===== src/rtl/pll_div_pkg.sv =====
package pll_div_pkg;
  typedef enum logic [2:0] {
    ST_IDLE,
    ST_WNO,
    ST_SETUP,
    ST_WREF,
    ST_WNF,
    ST_EVAL,
    ST_NEXT,
    ST_END
  } srch_st_t;
endpackage


===== src/rtl/pll_rdiv.sv =====
module pll_rdiv #(
  parameter int W = 28
) (
  input  logic         clk,
  input  logic         rst,
  input  logic         go,
  input  logic [W-1:0] num,
  input  logic [W-1:0] den,
  output logic [W-1:0] quo,
  output logic [W-1:0] rem,
  output logic         fin
);
  localparam int CW = $clog2(W + 1);

  logic [W-1:0]  acc, q_sh, den_r;
  logic [CW-1:0] cnt;
  logic          run;
  logic [W:0]    trial;
  logic          ge;

  assign trial = {acc, q_sh[W-1]};
  assign ge    = trial >= {1'b0, den_r};

  always_ff @(posedge clk) begin
    if (rst) begin
      acc <= '0; q_sh <= '0; den_r <= '0; cnt <= '0; run <= 1'b0; fin <= 1'b0;
    end else begin
      fin <= 1'b0;
      if (go) begin
        acc   <= '0;
        q_sh  <= num;
        den_r <= den;
        cnt   <= CW'(W);
        run   <= 1'b1;
      end else if (run) begin
        acc  <= ge ? W'(trial - {1'b0, den_r}) : trial[W-1:0];
        q_sh <= {q_sh[W-2:0], ge};
        cnt  <= cnt - 1'b1;
        if (cnt == CW'(1)) begin
          run <= 1'b0;
          fin <= 1'b1;
        end
      end
    end
  end

  assign quo = q_sh;
  assign rem = acc;
endmodule


===== src/rtl/pll_nf_round.sv =====
module pll_nf_round #(
  parameter int W      = 28,
  parameter int NF_LIM = 4096
) (
  input  logic [W-1:0] q,
  input  logic [W-1:0] r,
  input  logic [W-1:0] fref,
  output logic [W-1:0] nf_c,
  output logic [W-1:0] diff_c,
  output logic         ok
);
  localparam logic [W-1:0] LIM = W'(NF_LIM);
  logic up;

  always_comb begin
    ok     = q < LIM;
    up     = ((q + 1'b1) < LIM) && (r > (fref >> 1));
    nf_c   = up ? q + 1'b1 : q;
    diff_c = up ? fref - r : r;
  end
endmodule


===== src/rtl/pll_div_search.sv =====
module pll_div_search #(
  parameter int TW           = 24,
  parameter int REF_KHZ      = 24000,
  parameter int VCO_MIN_KHZ  = 440000,
  parameter int VCO_MAX_KHZ  = 2200000,
  parameter int FREF_MIN_KHZ = 269,
  parameter int FREF_MAX_KHZ = 2200000,
  parameter int TOL_KHZ      = 4000,
  parameter int NR_LIM       = 64,
  parameter int NF_LIM       = 4096,
  parameter int NO_LIM       = 16
) (
  input  logic                      clk,
  input  logic                      rst,
  input  logic                      start,
  input  logic [TW-1:0]             target_khz,
  output logic                      busy,
  output logic                      done,
  output logic                      error,
  output logic [$clog2(NR_LIM)-1:0] nr,
  output logic [$clog2(NF_LIM)-1:0] nf,
  output logic [$clog2(NO_LIM)-1:0] no
);
  import pll_div_pkg::*;

  localparam int NR_W = $clog2(NR_LIM);
  localparam int NF_W = $clog2(NF_LIM);
  localparam int NO_W = $clog2(NO_LIM);
  localparam int DW   = TW + NO_W;
  localparam logic [DW-1:0] K_VMIN = DW'(VCO_MIN_KHZ);
  localparam logic [DW-1:0] K_VMAX = DW'(VCO_MAX_KHZ);
  localparam logic [DW-1:0] K_FMIN = DW'(FREF_MIN_KHZ);
  localparam logic [DW-1:0] K_FMAX = DW'(FREF_MAX_KHZ);
  localparam logic [DW-1:0] K_TOL  = DW'(TOL_KHZ);
  localparam logic [DW-1:0] K_REF  = DW'(REF_KHZ);
  localparam logic [DW-1:0] K_NOL  = DW'(NO_LIM);
  localparam logic [NR_W:0] K_NRL  = (NR_W+1)'(NR_LIM);

  srch_st_t      st;
  logic [DW-1:0] tgt, no_r, vco, best, fref, nq, nr_rem;
  logic [NR_W:0] nr_cur;
  logic [NR_W-1:0] bnr;
  logic [NF_W-1:0] bnf;
  logic          fail;

  logic          dgo, dfin;
  logic [DW-1:0] dnum, dden, dq, dr;
  logic [DW-1:0] no_c, vco_c, nf_c, diff_c;
  logic          nf_ok;

  pll_rdiv #(.W(DW)) u_div (
    .clk(clk), .rst(rst), .go(dgo), .num(dnum), .den(dden),
    .quo(dq), .rem(dr), .fin(dfin)
  );

  pll_nf_round #(.W(DW), .NF_LIM(NF_LIM)) u_round (
    .q(nq), .r(nr_rem), .fref(fref), .nf_c(nf_c), .diff_c(diff_c), .ok(nf_ok)
  );

  always_comb begin
    no_c = dq + DW'(dr != '0);
    if (no_c > DW'(1) && no_c[0]) no_c = no_c + 1'b1;
    vco_c = tgt * no_r;
  end

  always_ff @(posedge clk) begin
    if (rst) begin
      st <= ST_IDLE; busy <= 1'b0; done <= 1'b0; error <= 1'b0;
      nr <= '0; nf <= '0; no <= '0;
      tgt <= '0; no_r <= '0; vco <= '0; best <= '0; fref <= '0;
      nq <= '0; nr_rem <= '0; nr_cur <= '0; bnr <= '0; bnf <= '0;
      fail <= 1'b0; dgo <= 1'b0; dnum <= '0; dden <= '0;
    end else begin
      dgo   <= 1'b0;
      done  <= 1'b0;
      error <= 1'b0;
      case (st)
        ST_IDLE: if (start) begin
          if (target_khz == '0) begin
            done  <= 1'b1;
            error <= 1'b1;
          end else begin
            tgt  <= DW'(target_khz);
            dnum <= K_VMIN;
            dden <= DW'(target_khz);
            dgo  <= 1'b1;
            busy <= 1'b1;
            fail <= 1'b0;
            st   <= ST_WNO;
          end
        end
        ST_WNO: if (dfin) begin
          no_r <= no_c;
          st   <= ST_SETUP;
        end
        ST_SETUP: begin
          vco  <= vco_c;
          best <= vco_c;
          if (no_r >= K_NOL || vco_c < K_VMIN || vco_c > K_VMAX) begin
            fail <= 1'b1;
            st   <= ST_END;
          end else begin
            nr_cur <= (NR_W+1)'(1);
            dnum   <= K_REF;
            dden   <= DW'(1);
            dgo    <= 1'b1;
            st     <= ST_WREF;
          end
        end
        ST_WREF: if (dfin) begin
          fref <= dq;
          if (dq < K_FMIN) st <= ST_END;
          else if (dq > K_FMAX) st <= ST_NEXT;
          else begin
            dnum <= vco;
            dden <= dq;
            dgo  <= 1'b1;
            st   <= ST_WNF;
          end
        end
        ST_WNF: if (dfin) begin
          nq     <= dq;
          nr_rem <= dr;
          st     <= ST_EVAL;
        end
        ST_EVAL: begin
          if (nf_ok && diff_c < best) begin
            best <= diff_c;
            bnr  <= nr_cur[NR_W-1:0];
            bnf  <= nf_c[NF_W-1:0];
          end
          st <= ST_NEXT;
        end
        ST_NEXT: begin
          if ((nr_cur + 1'b1) < K_NRL && best != '0) begin
            nr_cur <= nr_cur + 1'b1;
            dnum   <= K_REF;
            dden   <= DW'(nr_cur + 1'b1);
            dgo    <= 1'b1;
            st     <= ST_WREF;
          end else begin
            st <= ST_END;
          end
        end
        ST_END: begin
          busy <= 1'b0;
          done <= 1'b1;
          st   <= ST_IDLE;
          if (fail || best > K_TOL) begin
            error <= 1'b1;
          end else begin
            nr <= bnr;
            nf <= bnf;
            no <= no_r[NO_W-1:0];
          end
        end
        default: st <= ST_IDLE;
      endcase
    end
  end
endmodule


===== config.mk =====
export PLATFORM = sky130hd
export DESIGN_NAME = pll_div_search
export DESIGN_NICKNAME = d
export VERILOG_FILES = /design/src/rtl/pll_div_pkg.sv /design/src/rtl/pll_rdiv.sv /design/src/rtl/pll_nf_round.sv /design/src/rtl/pll_div_search.sv
export SDC_FILE = /design/constraint.sdc
export NUM_CORES = 2
export LEC_CHECK = 0
export BUFFER_PORTS_ARGS = -buffer_cell sky130_fd_sc_hd__buf_2
export CORE_MARGIN = 5
export CORE_UTILIZATION = 40
export DETAILED_ROUTE_END_ITERATION = 6
export PLACE_DENSITY_LB_ADDON = 0.3
export SLEW_MARGIN = 20
export SYNTH_ARGS = -nofsm -noshare
export SYNTH_HDL_FRONTEND = slang
export SYNTH_SLANG_ARGS = --single-unit
export TNS_END_PERCENT = 20

===== constraint.sdc =====
create_clock -name clk -period 7.3 [get_ports clk]
set_clock_uncertainty 0.1 [all_clocks]
set_input_delay 1.46 -clock clk [delete_from_list [all_inputs] [get_ports clk]]
set_output_delay 1.46 -clock clk [all_outputs]
set_load 0.1 [all_outputs]

# Word level (Yosys, flattened, before mapping)
# Cells that the tools add are included.
[op_classes]
n_reduce_logical = 31
eq_ne = 19
mul = 1
add_sub_neg = 8
mux = 63
bitwise_logic = 3
order_cmp = 13
[ops]
columns = ["op", "count"]
rows = [
  ["2-to-1 mux 28 bit", 20],
  ["case mux 28 bit (4 select lines)", 2],
  ["adder 28 x 1 -> 28 bit, second input constant", 2],
  ["> comparator 28 x 22 -> 1 bit, second input constant", 2],
  ["less-than comparator 28 x 13 -> 1 bit, second input constant", 2],
  ["case mux 28 bit (2 select lines)", 1],
  ["nonzero test 28 bit", 2],
  ["subtractor 28 bit", 2],
  ["greater-or-equal comparator 29 x 28 -> 1 bit", 1],
  ["adder 28 x 1 -> 28 bit", 1],
  ["greater-or-equal comparator 28 x 5 -> 1 bit, second input constant", 1],
  ["> comparator 28 x 1 -> 1 bit, second input constant", 1],
  ["> comparator 28 x 12 -> 1 bit, second input constant", 1],
  ["> comparator 28 x 27 -> 1 bit", 1],
  ["less-than comparator 28 x 19 -> 1 bit, second input constant", 1],
  ["less-than comparator 28 bit", 1],
  ["less-than comparator 28 x 9 -> 1 bit, second input constant", 1],
  ["multiplier 24 x 28 -> 28 bit", 1],
  ["logical NOT 24 bit", 1],
  ["case mux 3 bit (8 select lines)", 1],
  ["2-to-1 mux 3 bit", 7],
  ["2-to-1 mux 1 bit", 19],
  ["!= test 2 bit, second input constant", 8],
  ["2-to-1 mux 7 bit", 2],
  ["28 further kinds", 57],
]
[word_totals]
wordCells = 166
ff_bits = 394

# Depth between registers and ports, before layout
[depth]
word_depth = 8
ltp_mapped = 32
ltp_nobuf = 28

# Hierarchy
# A second synthesis with hierarchy kept.
[unflattened]
cells_unflattened = 4337
area_unflattened_um2 = 35077.4
[by_module_without_submodules]
columns = ["module", "n_inst", "cells_each", "area_per_inst_um2", "seq_area_each_um2"]
rows = [
  ["pll_div_search", 1, 3193, 26524.2, 6065.8],
  ["pll_rdiv", 1, 656, 5412.7, 1821.7],
  ["pll_nf_round", 1, 488, 3140.5, 0.0],
]

# Worst setup path after synthesis
# OpenSTA, ideal clock, no wires.
[synth_timing]
path_type = "flip-flop to flip-flop"
from = "reg no_r[9]"
to = "reg nr_cur[1]"
stages_incl_launch_ff = 28
t_required_ns = 7.133
t_arrival_ns = 7.658
setup_slack_ns = -0.526
n_path_buf = 2
cell_sequence = "dfxtp_1 > clkbuf_1 > clkbuf_1 > and2_1 > fa_1 > fa_1 > inv_1 > fa_1 > fa_1 > inv_1 > fa_1 > fa_1 > inv_1 > fa_1 > inv_1 > ha_1 > o211ai_1 > a21boi_0 > nor2b_1 > a221oi_4 > o21ai_2 > a21oi_2 > xnor2_1 > a2111o_1 > or3_1 > o21ba_1 > or3b_1 > a21oi_2"
[synth_between]
elab_chain_len = 6
[synth_lines]
columns = ["item", "line", "source"]
rows = [
  ["start: declaration", "pll_div_search.sv:40", "logic [DW-1:0] tgt, no_r, vco, best, fref, nq, nr_rem;"],
  ["start signal: assignment", "pll_div_search.sv:93", "no_r <= no_c;"],
  ["multiplier 24 x 28 -> 28 bit", "pll_div_search.sv:63", "vco_c = tgt * no_r;"],
  ["less-than comparator 28 x 19 -> 1 bit", "pll_div_search.sv:99", "if (no_r >= K_NOL || vco_c < K_VMIN || vco_c > K_VMAX) begin"],
  ["logical OR 1 bit", "pll_div_search.sv:99", ""],
  ["logical OR 1 bit *", "pll_div_search.sv:99", ""],
  ["!= test 2 bit (no source line) *", "--", ""],
  ["AND reduction 3 bit (no source line) *", "--", ""],
  ["end signal: assignment", "pll_div_search.sv:103", "nr_cur <= (NR_W+1)'(1);"],
  ["end signal: assignment", "pll_div_search.sv:136", "nr_cur <= nr_cur + 1'b1;"],
  ["end: declaration", "pll_div_search.sv:41", "logic [NR_W:0] nr_cur;"],
]
# Every way passes the cells marked *; elsewhere a longest branch is shown, timed or not.
# A chain may end at the register's enable or synchronous reset.

# Final worst setup path
[layout_timing]
from = "reg tgt[3]"
to = "reg nr_cur[1]"
[layout_between]
elab_chain_len = 6
[layout_lines]
columns = ["item", "line", "source"]
rows = [
  ["start: declaration", "pll_div_search.sv:40", ""],
  ["start signal: assignment", "pll_div_search.sv:83", "tgt <= DW'(target_khz);"],
  ["multiplier 24 x 28 -> 28 bit *", "pll_div_search.sv:63", ""],
  ["less-than comparator 28 x 19 -> 1 bit", "pll_div_search.sv:99", ""],
  ["logical OR 1 bit", "pll_div_search.sv:99", ""],
  ["logical OR 1 bit *", "pll_div_search.sv:99", ""],
  ["!= test 2 bit (no source line) *", "--", ""],
  ["AND reduction 3 bit (no source line) *", "--", ""],
]
# Marks and branches as above.

==> impl_metrics.env <==
export IMPL_synth_top_family_by_area="adder cells"
export IMPL_hold_class="reg -> reg"
export IMPL_comb_power_share_pct=15.4
export IMPL_via_per_inst=5.42
export IMPL_worstSetupPathType="reg -> reg"
export IMPL_end_kind="flop"
export IMPL_final_max_slew_viol_count=0
export IMPL_path_max_fanout=5
export IMPL_status="complete, but fails checks"
export IMPL_first_pass_iters=6
export IMPL_hold_viol_final=0
export IMPL_vdd_ir_drop_worst_mv=0.180
export IMPL_synthMuxAreaShare_pct=3.61
export IMPL_vias=30200
export IMPL_grt_pass1_vias=29500
export IMPL_synth_compound_area_share_pct=13.5
export IMPL_fin_crit_sh_pct=104
export IMPL_grt_max_degree=82
export IMPL_p_leak_nw=16.5
export IMPL_max_cap_viol_count=0
export IMPL_setup_violations=68
export IMPL_rsz0062_at_grt="true"
export IMPL_overflow=0
export IMPL_clk_latency_ns=0.59
export IMPL_initial_core_util_pct=40.2
export IMPL_drt_antenna_violating_nets=0
export IMPL_finalCriticalPeriod_ns=7.59
export IMPL_postLayoutCoreUtil_pct=47.0
export IMPL_wl_per_cell_um=19.9
export IMPL_p_seq_share_pct=41.5
export IMPL_rrSetupSlack_ns=-0.29
export IMPL_antenna_found_initial=1
export IMPL_finalNonFillerCells=5584
export IMPL_dp_cells=5457
export IMPL_place_hpwl_mm=84.1
export IMPL_cts_sinks=394
export IMPL_rows=107
export IMPL_max_freq_mhz=132
export IMPL_synth_area_um2=34200
export IMPL_synthFlopType="dfxtp_1"
export IMPL_synth_xor_xnor_area_share_pct=4.89
export IMPL_cts_hold_fix_buffers=0
export IMPL_fp_dieW_um=302
export IMPL_synth_simple_area_share_pct=21.2
export IMPL_synth_warnings=0
export IMPL_layout_drive_gt1_share_pct=13.8
export IMPL_cp_start_kind="flop"
export IMPL_final_common_cell="nand2_1"
export IMPL_ys_async_sr_fraction_pct=0
export IMPL_coreArea_um2=85000
export IMPL_sw_frac_of_total_pct=28.9
export IMPL_yosysSeqAreaShare_pct=23.1
export IMPL_drt_iter0_drc=2918
export IMPL_ios=52
export IMPL_route_detailed_drc=0
export IMPL_grt_total_usage_pct=24.0
export IMPL_die_area_um2=91400
export IMPL_setup_slack_ns=-0.288
export IMPL_cts_buffers=44
export IMPL_area_growth_pct=16.9
export IMPL_place_area_um2=37200
export IMPL_gp_congestion=0.923
export IMPL_synthAdderAreaFrac_pct=25.3
export IMPL_p_sw_mw=1.59
export IMPL_ys_seq_elements=394
export IMPL_critical_path_required_ns=7.71
export IMPL_violations="negative setup slack"
export IMPL_synth_edff_count=0
export IMPL_p_int_mw=3.91
export IMPL_port_buffers=51
export IMPL_cts_tree="yes"
export IMPL_synth_nets=4805
export IMPL_power_density_nw_per_um2=138
export IMPL_design_area_um2=39900
export IMPL_worstPathArrival_ns=8.00
export IMPL_cts_path_max_buffers=3
export IMPL_synth_cells=4270
export IMPL_grt_pass1_wl_mm=172
export IMPL_clkTransAtPathRegs_ns=0.06
export IMPL_slew_headroom_pct=21.8
export IMPL_htree_levels=2
export IMPL_syn_area_per_cell_um2=8.00
export IMPL_wl_mm=111
export IMPL_synth_cell_types=81
export IMPL_cts_root_buf="clkbuf_16"
export IMPL_fin_setup_tns_ns=-12.20
export IMPL_fin_nets=4939
export IMPL_power_frac_clock_pct=43.1
export IMPL_fp_dieH_um=302
export IMPL_tightest_slew_ns=1.17
export IMPL_final_cell_mix="nand2_1, inv_1, dfxtp_1"
-- cell type report --
class / instances / area, um^2
well taps: 1144 / 1430
multi-input cells: 3111 / 24200
clock buffers: 57 / 1200
flip-flops and latches: 394 / 7950
diodes: 2 / 5.00
fillers: 8255 / 45100
repair buffers: 350 / 2960
inverters: 503 / 1890
clock inverters: 23 / 307
-- repair_timing --
item                       CTS  global route
pin swaps                   84            43
cloned                       5             3
gates resized for setup    123            58
setup buffers               27            10
setup endpoints to repair   69            69
-- synth_stat cells (8+ instances only) --
library cell	number	area, um^2
inv_1	501	1880
o21a_1	13	97.6
or3_1	12	75.1
a31o_2	9	78.8
and2_1	234	1460
nor2_1	300	1130
mux2i_1	122	1220
a31oi_1	24	150
nand2_1	636	2390
nand3_1	54	270
a21oi_1	365	1830
nor2b_1	24	150
a21o_1	42	315
buf_1	18	67.6
clkbuf_1	224	841
dfxtp_1	394	7890
and3_1	38	238
xor2_1	64	561
or2_2	11	68.8
o2111ai_1	8	70.1
buf_2	21	105
fa_1	303	6070
a221oi_1	17	149
nor3_1	64	320
nand2b_1	13	81.3
nand4_1	46	288
o21ai_0	118	591
o211ai_1	25	188
a211oi_1	53	398
xnor2_1	124	1090
ha_1	205	2560
nor4_1	60	375
-- cells by family after synthesis --
| logic type | Yosys count |
|---|---|
| AO/OA/AOI/OAI | 752 |
| XOR/XNOR | 189 |
| adder cells (fa/ha/maj) | 508 |
| buffers and inverters | 766 |
| flip-flops | 394 |
| multiplexers | 123 |
| AND/OR/NAND/NOR | 1538 |
-- per-stage QoR --
stage,hold slack [ns],setup slack [ns],total power [mW]
after CTS,0.355,-0.233,5.51
after global placement,0.340,-0.623,3.11
final,0.356,-0.288,5.50
after floorplan,0.332,0.00255,2.87
after global routing,0.371,-0.560,5.71
after detailed placement,0.346,-0.797,3.12
-- metal layers --
layer	up-vias	part of all wire, %	GRT usage (%)	wire (um)
li1	14300	-	-	-
met5	-	0	0	0
met1	14700	44	33.3	48400
met2	1016	45	38.4	49800
met3	193	8.3	4.64	9180
met4	0	3.3	6.51	3660
-- power by group through the flow --
stage / clock network (mW) / registers (mW) / logic [mW]
after global placement: 0 / 2.33 / 0.786
after floorplan: 0 / 2.28 / 0.596
final: 2.37 / 2.28 / 0.846
after global routing: 2.49 / 2.29 / 0.931
after CTS: 2.40 / 2.28 / 0.825
after detailed placement: 0 / 2.33 / 0.794
-- critical path, stage by stage (launching register included) --
cell and delay (ns):
dfxtp_4 0.38, buf_12 0.14, buf_16 0.12, and2_1 0.16, fa_1 0.36, inv_1 0.07, fa_1 0.44, fa_1 0.51
inv_2 0.04, fa_2 0.52, inv_1 0.05, fa_1 0.54, fa_2 0.45, fa_2 0.58, inv_2 0.05, ha_4 0.29
o211ai_1 0.15, a21boi_4 0.21, o211ai_1 0.19, a41oi_2 0.29, xnor2_2 0.16, o211ai_1 0.13, a2111o_1 0.48, or3_4 0.37
o21ba_4 0.24, or3b_1 0.37, a21oi_2 0.15
-- final timing paths --
check / start / to / cells past startpoint
max reg2reg: tgt[3]$_SDFFE_PP0P_ / nr_cur[1]$_SDFFE_PP0P_ / 26
min reg2reg: dnum[26]$_SDFFE_PP0P_ / dnum[26]$_SDFFE_PP0P_ / 2
min: dnum[26]$_SDFFE_PP0P_ / dnum[26]$_SDFFE_PP0P_ / 2
max: tgt[3]$_SDFFE_PP0P_ / nr_cur[1]$_SDFFE_PP0P_ / 26
(Power assumes the default switching activity.)
